`src/rtl/fsync_pkg.sv`:
```
package fsync_pkg;
  localparam int SET_W     = 16;
  localparam int NUM_SET   = 9;
  localparam int ADDR_W    = 4;
  localparam int CTRL_ADDR = 9;
  localparam int XDLY_IDX  = 8;
  localparam int XDLY_W    = 14;

  // control bit positions inside the control word
  localparam int CB_HOLD    = 0;
  localparam int CB_SHOWBAD = 1;
  localparam int CB_RESTART = 2;
  localparam int CTRL_W     = 3;

  // settings whose change corrupts the next frame's readout geometry
  function automatic logic is_geom(int idx);
    return (idx == 2) || (idx == 4) || (idx == 5) || (idx == 6) || (idx == 7);
  endfunction

  // storage width of each setting, as a bit mask
  function automatic logic [31:0] width_mask(int idx);
    if (idx == XDLY_IDX) return (32'h1 << XDLY_W) - 32'h1;
    return 32'hFFFF_FFFF;
  endfunction
endpackage

```
`src/rtl/shadow_bank.sv`:
```
module shadow_bank
  import fsync_pkg::*;
#(
  parameter int DATA_W = SET_W,
  parameter int NSET   = NUM_SET,
  parameter int AW     = ADDR_W
) (
  input  logic                   clk,
  input  logic                   rst_n,
  input  logic                   wr_en,
  input  logic [AW-1:0]          wr_addr,
  input  logic [DATA_W-1:0]      wr_data,
  input  logic                   xfer,
  output logic [NSET*DATA_W-1:0] act_bus,
  output logic                   geom_diff
);
  localparam int BUS_W = NSET * DATA_W;

  logic [NSET-1:0] diff_vec;

  for (genvar gi = 0; gi < NSET; gi++) begin : g_set
    localparam logic [DATA_W-1:0] MASK = DATA_W'(width_mask(gi));
    localparam logic              GEOM = is_geom(gi);

    logic              we;
    logic [DATA_W-1:0] pend_d, pend_q;
    logic [DATA_W-1:0] act_d, act_q;

    // next-state
    always_comb begin
      we     = wr_en && (wr_addr == AW'(gi));
      pend_d = we   ? (wr_data & MASK) : pend_q;
      act_d  = xfer ? pend_q           : act_q;
    end

    // registers
    always_ff @(posedge clk or negedge rst_n) begin
      if (!rst_n) begin
        pend_q <= '0;
        act_q  <= '0;
      end else begin
        if (we)   pend_q <= pend_d;
        if (xfer) act_q  <= act_d;
      end
    end

    assign diff_vec[gi]                  = GEOM && (pend_q != act_q);
    assign act_bus[gi*DATA_W +: DATA_W]  = act_q;
  end

  assign geom_diff = |diff_vec;

  // the active copy moves only in the cycle after a transfer strobe
  p_nocopy_r2: assert property (@(posedge clk) disable iff (!rst_n)
    !xfer |=> $stable(act_bus))
    else $error("active settings changed without a frame boundary");

  // the extra-delay field never holds bits above its width
  p_xdly_width_r10: assert property (@(posedge clk) disable iff (!rst_n)
    xfer |=> (act_bus[XDLY_IDX*DATA_W +: DATA_W] & ~DATA_W'(width_mask(XDLY_IDX))) == '0)
    else $error("extra delay holds bits beyond its width");

  logic unused_bw;
  assign unused_bw = (BUS_W == 0);
endmodule

```
`src/rtl/frame_ctrl.sv`:
```
module frame_ctrl
  import fsync_pkg::*;
#(
  parameter int AW    = ADDR_W,
  parameter int CADDR = CTRL_ADDR
) (
  input  logic              clk,
  input  logic              rst_n,
  input  logic              wr_en,
  input  logic [AW-1:0]     wr_addr,
  input  logic [CTRL_W-1:0] wr_ctrl,
  input  logic              frame_start,
  input  logic              geom_diff,
  output logic              xfer,
  output logic              mask_now,
  output logic              restart_req
);
  logic              ctrl_we;
  logic [CTRL_W-1:0] ctrl_d, ctrl_q;
  logic              bad_d, bad_q;
  logic              rst_d, rst_q;
  logic              new_bad;
  logic              hold, show_bad, restart_en;

  assign hold       = ctrl_q[CB_HOLD];
  assign show_bad   = ctrl_q[CB_SHOWBAD];
  assign restart_en = ctrl_q[CB_RESTART];

  // next-state
  always_comb begin
    ctrl_we  = wr_en && (wr_addr == AW'(CADDR));
    ctrl_d   = ctrl_we ? wr_ctrl : ctrl_q;
    xfer     = frame_start && !hold;
    new_bad  = xfer && geom_diff;
    bad_d    = frame_start ? new_bad : bad_q;
    rst_d    = new_bad && restart_en;
    mask_now = (frame_start ? new_bad : bad_q) && !show_bad;
  end

  // registers
  always_ff @(posedge clk or negedge rst_n) begin
    if (!rst_n) begin
      ctrl_q <= '0;
      bad_q  <= 1'b0;
      rst_q  <= 1'b0;
    end else begin
      if (ctrl_we)     ctrl_q <= ctrl_d;
      if (frame_start) bad_q  <= bad_d;
      rst_q <= rst_d;
    end
  end

  assign restart_req = rst_q;

  // a held boundary never opens a bad frame
  p_hold_nobad_r3: assert property (@(posedge clk) disable iff (!rst_n)
    (frame_start && hold) |=> !bad_q)
    else $error("bad frame flagged while hold was set");

  // a boundary without geometry difference opens a good frame
  p_nogeom_good_r5: assert property (@(posedge clk) disable iff (!rst_n)
    (frame_start && !geom_diff) |=> !bad_q)
    else $error("frame flagged bad without geometry difference");

  // a restart pulse always follows a boundary strobe
  p_restart_after_fs_r9: assert property (@(posedge clk) disable iff (!rst_n)
    restart_req |-> $past(frame_start))
    else $error("restart request without frame boundary");

  // badness changes only at a boundary
  p_bad_stable_r12: assert property (@(posedge clk) disable iff (!rst_n)
    !frame_start |=> $stable(bad_q))
    else $error("bad flag changed inside a frame");
endmodule

```
`src/rtl/valid_gate.sv`:
```
module valid_gate (
  input  logic clk,
  input  logic rst_n,
  input  logic mask_i,
  input  logic fv_i,
  input  logic lv_i,
  output logic fv_o,
  output logic lv_o
);
  logic fv_d, fv_q, lv_d, lv_q;

  // next-state
  always_comb begin
    fv_d = fv_i && !mask_i;
    lv_d = lv_i && !mask_i;
  end

  // registers
  always_ff @(posedge clk or negedge rst_n) begin
    if (!rst_n) begin
      fv_q <= 1'b0;
      lv_q <= 1'b0;
    end else begin
      fv_q <= fv_d;
      lv_q <= lv_d;
    end
  end

  assign fv_o = fv_q;
  assign lv_o = lv_q;

  // a masked cycle shows no valid one cycle later
  p_mask_low_r7: assert property (@(posedge clk) disable iff (!rst_n)
    mask_i |=> (!fv_o && !lv_o))
    else $error("valid leaked from masked frame");

  // an unmasked frame valid always reaches the output
  p_pass_fv_r8: assert property (@(posedge clk) disable iff (!rst_n)
    (!mask_i && fv_i) |=> fv_o)
    else $error("unmasked frame valid dropped");
endmodule

```
`src/rtl/fsync_shadow_top.sv`:
```
module fsync_shadow_top
  import fsync_pkg::*;
#(
  parameter int DATA_W = SET_W,
  parameter int NSET   = NUM_SET,
  parameter int AW     = ADDR_W,
  parameter int CADDR  = CTRL_ADDR
) (
  input  logic                   clk,
  input  logic                   rst_n,
  input  logic                   wr_en,
  input  logic [AW-1:0]          wr_addr,
  input  logic [DATA_W-1:0]      wr_data,
  input  logic                   frame_start,
  input  logic                   fv_in,
  input  logic                   lv_in,
  output logic [NSET*DATA_W-1:0] act_bus,
  output logic                   fv_out,
  output logic                   lv_out,
  output logic                   restart_req
);
  logic       rst_s1_q, rst_s2_q;
  logic       rst_ni;
  logic       xfer, geom_diff, mask_now;

  // asynchronous assert, synchronous release
  always_ff @(posedge clk or negedge rst_n) begin
    if (!rst_n) begin
      rst_s1_q <= 1'b0;
      rst_s2_q <= 1'b0;
    end else begin
      rst_s1_q <= 1'b1;
      rst_s2_q <= rst_s1_q;
    end
  end
  assign rst_ni = rst_s2_q;

  shadow_bank #(.DATA_W(DATA_W), .NSET(NSET), .AW(AW)) u_bank (
    .clk       (clk),
    .rst_n     (rst_ni),
    .wr_en     (wr_en),
    .wr_addr   (wr_addr),
    .wr_data   (wr_data),
    .xfer      (xfer),
    .act_bus   (act_bus),
    .geom_diff (geom_diff)
  );

  frame_ctrl #(.AW(AW), .CADDR(CADDR)) u_ctrl (
    .clk         (clk),
    .rst_n       (rst_ni),
    .wr_en       (wr_en),
    .wr_addr     (wr_addr),
    .wr_ctrl     (wr_data[CTRL_W-1:0]),
    .frame_start (frame_start),
    .geom_diff   (geom_diff),
    .xfer        (xfer),
    .mask_now    (mask_now),
    .restart_req (restart_req)
  );

  valid_gate u_gate (
    .clk    (clk),
    .rst_n  (rst_ni),
    .mask_i (mask_now),
    .fv_i   (fv_in),
    .lv_i   (lv_in),
    .fv_o   (fv_out),
    .lv_o   (lv_out)
  );

  // outputs quiet while reset is applied
  p_reset_quiet_r1: assert property (@(posedge clk)
    !rst_ni |=> (!restart_req || !rst_ni))
    else $error("restart during reset");
endmodule

```
`config.mk`:
```
export PLATFORM = sky130hd
export DESIGN_NAME = fsync_shadow_top
export DESIGN_NICKNAME = d
export VERILOG_FILES = /design/src/rtl/fsync_pkg.sv /design/src/rtl/shadow_bank.sv /design/src/rtl/frame_ctrl.sv /design/src/rtl/valid_gate.sv /design/src/rtl/fsync_shadow_top.sv
export SDC_FILE = /design/constraint.sdc
export NUM_CORES = 1
export LEC_CHECK = 0
export CAP_MARGIN = 20
export CORE_ASPECT_RATIO = 0.7
export CORE_UTILIZATION = 54
export CTS_CLUSTER_SIZE = 12
export DETAILED_ROUTE_END_ITERATION = 7
export PLACE_DENSITY = 0.81
export SLEW_MARGIN = 40
export SYNTH_ARGS = -nofsm -noshare
export SYNTH_HDL_FRONTEND = slang
export SYNTH_SLANG_ARGS = --single-unit
```
`constraint.sdc`:
```
create_clock -name clk -period 11.2 [get_ports clk]
set_input_delay 2.24 -clock clk [delete_from_list [all_inputs] [get_ports clk]]
set_output_delay 2.24 -clock clk [all_outputs]
set_load 0.005 [all_outputs]
```
==> impl_metrics.yaml <==
setup_path:
  critPathSlowestCell: "buf_6"
  cp_common_cell: "buf_6"
  startpoint_type: "input pin"
  r2r-end: "u_bank.g_set[5].act_q[1]"
  path_class: "input pin to flop"
  path_cells: "clkdlybuf4s50_1, nor2b_4, buf_6, buf_6, mux2_2"
  ff2ff_path_depth: 4
  crit_arrival_ns: 4.60
  cp-end-kind: "flop"
  r2r_slack_ns: 8.82
  max_stage_delay_ns: 0.63
  r2r-start: "u_ctrl.ctrl_q[0]"
  cp.required_ns: 11.64
  cp_max_fo: 73
final_layout:
  drive_gt1_share_pct: 32.3
  mostFrequentLayoutCell: "dfrtp_1"
  synthToLayoutAreaGrowth_pct: 23.5
  diodes: 0
  final_nets: 954
  instances_no_fill: 1217
  final_cell_mix: "dfrtp_1 (292), mux2_2 (226), clkdlybuf4s50_1 (170)"
global_route:
  grt_pass1_wl_mm: 42.2
  antenna_found_initial: 0
  track_usage_pct: 24.2
  grt_overflow_total: 0
  grt_pass1_vias: 7187
  grt_start_max_net_pins: 145
power_and_ir_drop:
  max-vdd-ir-drop_uv: 141
  power-per-cell-area_mw_per_mm2: 248
  power_frac_seq_pct: 46.1
  leakage_nw: 6.30
  p_sw_mw: 1.02
  switching_share_pct: 27.8
  p_total_mw: 3.66
  p_int_mw: 2.64
  p_clk_share_pct: 23.7
  comb_power_share_pct: 30.2
sta:
  drv_slew: 0
  finalSetupViolations: 0
  fin_tns_setup_ns: 0
  rsz0062_at_grt: "false"
  hold_violations: 0
  fin_crit_ns: 4.16
  slew_headroom_pct: 51.8
  tightest_slew_ns: 0.723
  clock_skew_ns: 0.0262
  finalCritPeriodShare_pct: 37.2
  fmax_ghz: 0.240
floorplan:
  pin_count: 173
  fp-row-count: 45
  die_h_microns: 126
  fp.dieW_microns: 180
  start_util_pct: 55.0
  core_region_area_sq_mm: 0.0217
  die_area_sq_mm: 0.0227
yosys:
  synth-seq-cells: 293
  yosysWarnings: 0
  netlist_area_sq_mm: 0.0119
  synth.avg_cell_area_sq_um: 15.9
  ys_types: 30
  ys_seq_area_share_pct: 61.5
  syn-instance-count: 752
detailed_routing:
  via_count: 6747
  route.detailed.drc: 12
  first_pass_iters: 6
  totalWireLength_mm: 26.4
  drt_iter0_drc: 325
  viasPerCell: 5.54
  routedWlPerCell_microns: 21.7
  drtAntennaViolNets: 0
clocking:
  clock_latency_ns: 0.56
  cts.repair.resized: 0
  post_cts_buffers: 0
  cts.sinks: 293
  ctsHoldBuffers: 0
  numCtsBuffers: 29
  cts_max_path_buffers: 3
  clk_pin_slew_ns: 0.06
  ctsRootBufferMaster: "clkbuf_16"
  cts_tree: "built"
  htree_levels: 1
worst_hold_path:
  hold_class: "flop to async pin"
place:
  hpwl_mm: 17.4
  placed_cells: 1178
  io_buffers: 170
  place.gp.congestion: 0.745
run_status:
  violations: "design-rule violations"
  status: "finished, violations left"
run:
  cap_viol_max_count: 0
[cell type report]
type,count,area (sq um)
clock buffer,36,782
clock inverter,2,31.3
fill,1503,6950
multi-input combinational,426,4410
sequential,293,7340
tap,282,353
timing repair buffer,178,1820
[metal layers]
layer  share of wire, %  track usage [%]  vias up
met3                7.2             5.28       38
met1                 47             36.8     3543
li1                   -                -     2985
met4                1.9             4.92        0
met2                 44             36.1      181
met5                  0                0        -
[cells in the mapped netlist (all sizes together)]
library cell | count | area [sq um]
dfrtp | 293 | 7330
mux2 | 287 | 3310
xnor2 | 80 | 701
buf | 34 | 214
nand4 | 20 | 125
nand2 | 5 | 21.3
nor2 | 5 | 23.8
nor4 | 5 | 31.3
nand2b | 4 | 25.0
nand3b | 3 | 30.0
conb | 2 | 7.51
nor2b | 2 | 12.5
nor3b | 2 | 31.3
o21ai | 2 | 10.0
o31ai | 2 | 15.0
and3 | 1 | 6.26
nand3 | 1 | 5.00
o211a | 1 | 10.0
o31a | 1 | 8.76
or2 | 1 | 6.26
or3 | 1 | 6.26
[per-stage QoR]
stage	setup slack, ns	area, sq um	hold WS (ns)	utilization [%]
2_1_floorplan	2.43	11900	0.331	-
3_3_place_gp	6.07	13800	0.335	63.8
3_5_place_dp	6.49	13900	0.329	64.1
4_1_cts	7.07	14700	0.322	67.8
5_1_grt	6.95	14700	0.354	68.0
6_report	7.04	14700	0.300	68.0
[power by group through the flow]
stage | Combinational (mW) | Clock, mW | Sequential [mW]
5_1_grt | 1.19 | 0.930 | 1.73
3_5_place_dp | 1.11 | 0 | 1.70
2_1_floorplan | 0.519 | 0 | 1.66
3_3_place_gp | 1.08 | 0 | 1.69
6_report | 1.11 | 0.867 | 1.69
4_1_cts | 1.12 | 0.883 | 1.69
[sequential cells by signal (all words and copies together), names as in the netlist]
name	count
u_ctrl.ctrl_q	3
rst_s1_q	1
u_bank.g_set.act_q	142
u_gate.lv_o	1
rst_ni	1
u_ctrl.restart_req	1
u_gate.fv_o	1
u_ctrl.bad_q	1
u_bank.g_set.pend_q	142
[logic make-up (layout without fill, tap and decap cells)]
group                     after synthesis  after routing  share of synthesized area (%)
other                                   2              3                         0.0630
xor gates and xnor gates               80             80                           5.87
and+or+nand+nor                        50             50                           2.72
muxes                                 287            287                           27.7
buffers and inverters                  34            216                           1.79
DFF                                   293            293                           61.5
AOI/OAI and AO/OA                       6              6                          0.367
[worst max path at each step]
stage	slack (ns)	end	cells past startpoint	start
floorplan	2.43	u_bank.g_set[0].act_q[0]	0	rst_ni
global placement	6.07	u_bank.g_set[1].act_q[10]	5	frame_start
detailed placement	6.49	u_bank.g_set[2].act_q[15]	5	frame_start
CTS	7.07	u_bank.g_set[2].act_q[15]	5	frame_start
global route	6.95	u_bank.g_set[2].act_q[15]	5	frame_start
finish	7.04	u_bank.g_set[5].act_q[1]	5	frame_start
[critical path, delay by kind of cell]
family / cells / cell delay, ns
and+or+nand+nor: 1 / 0.15
muxes: 1 / 0.42
buffers and inverters: 3 / 1.68
Note: power is estimated with default switching activity, not from simulation.
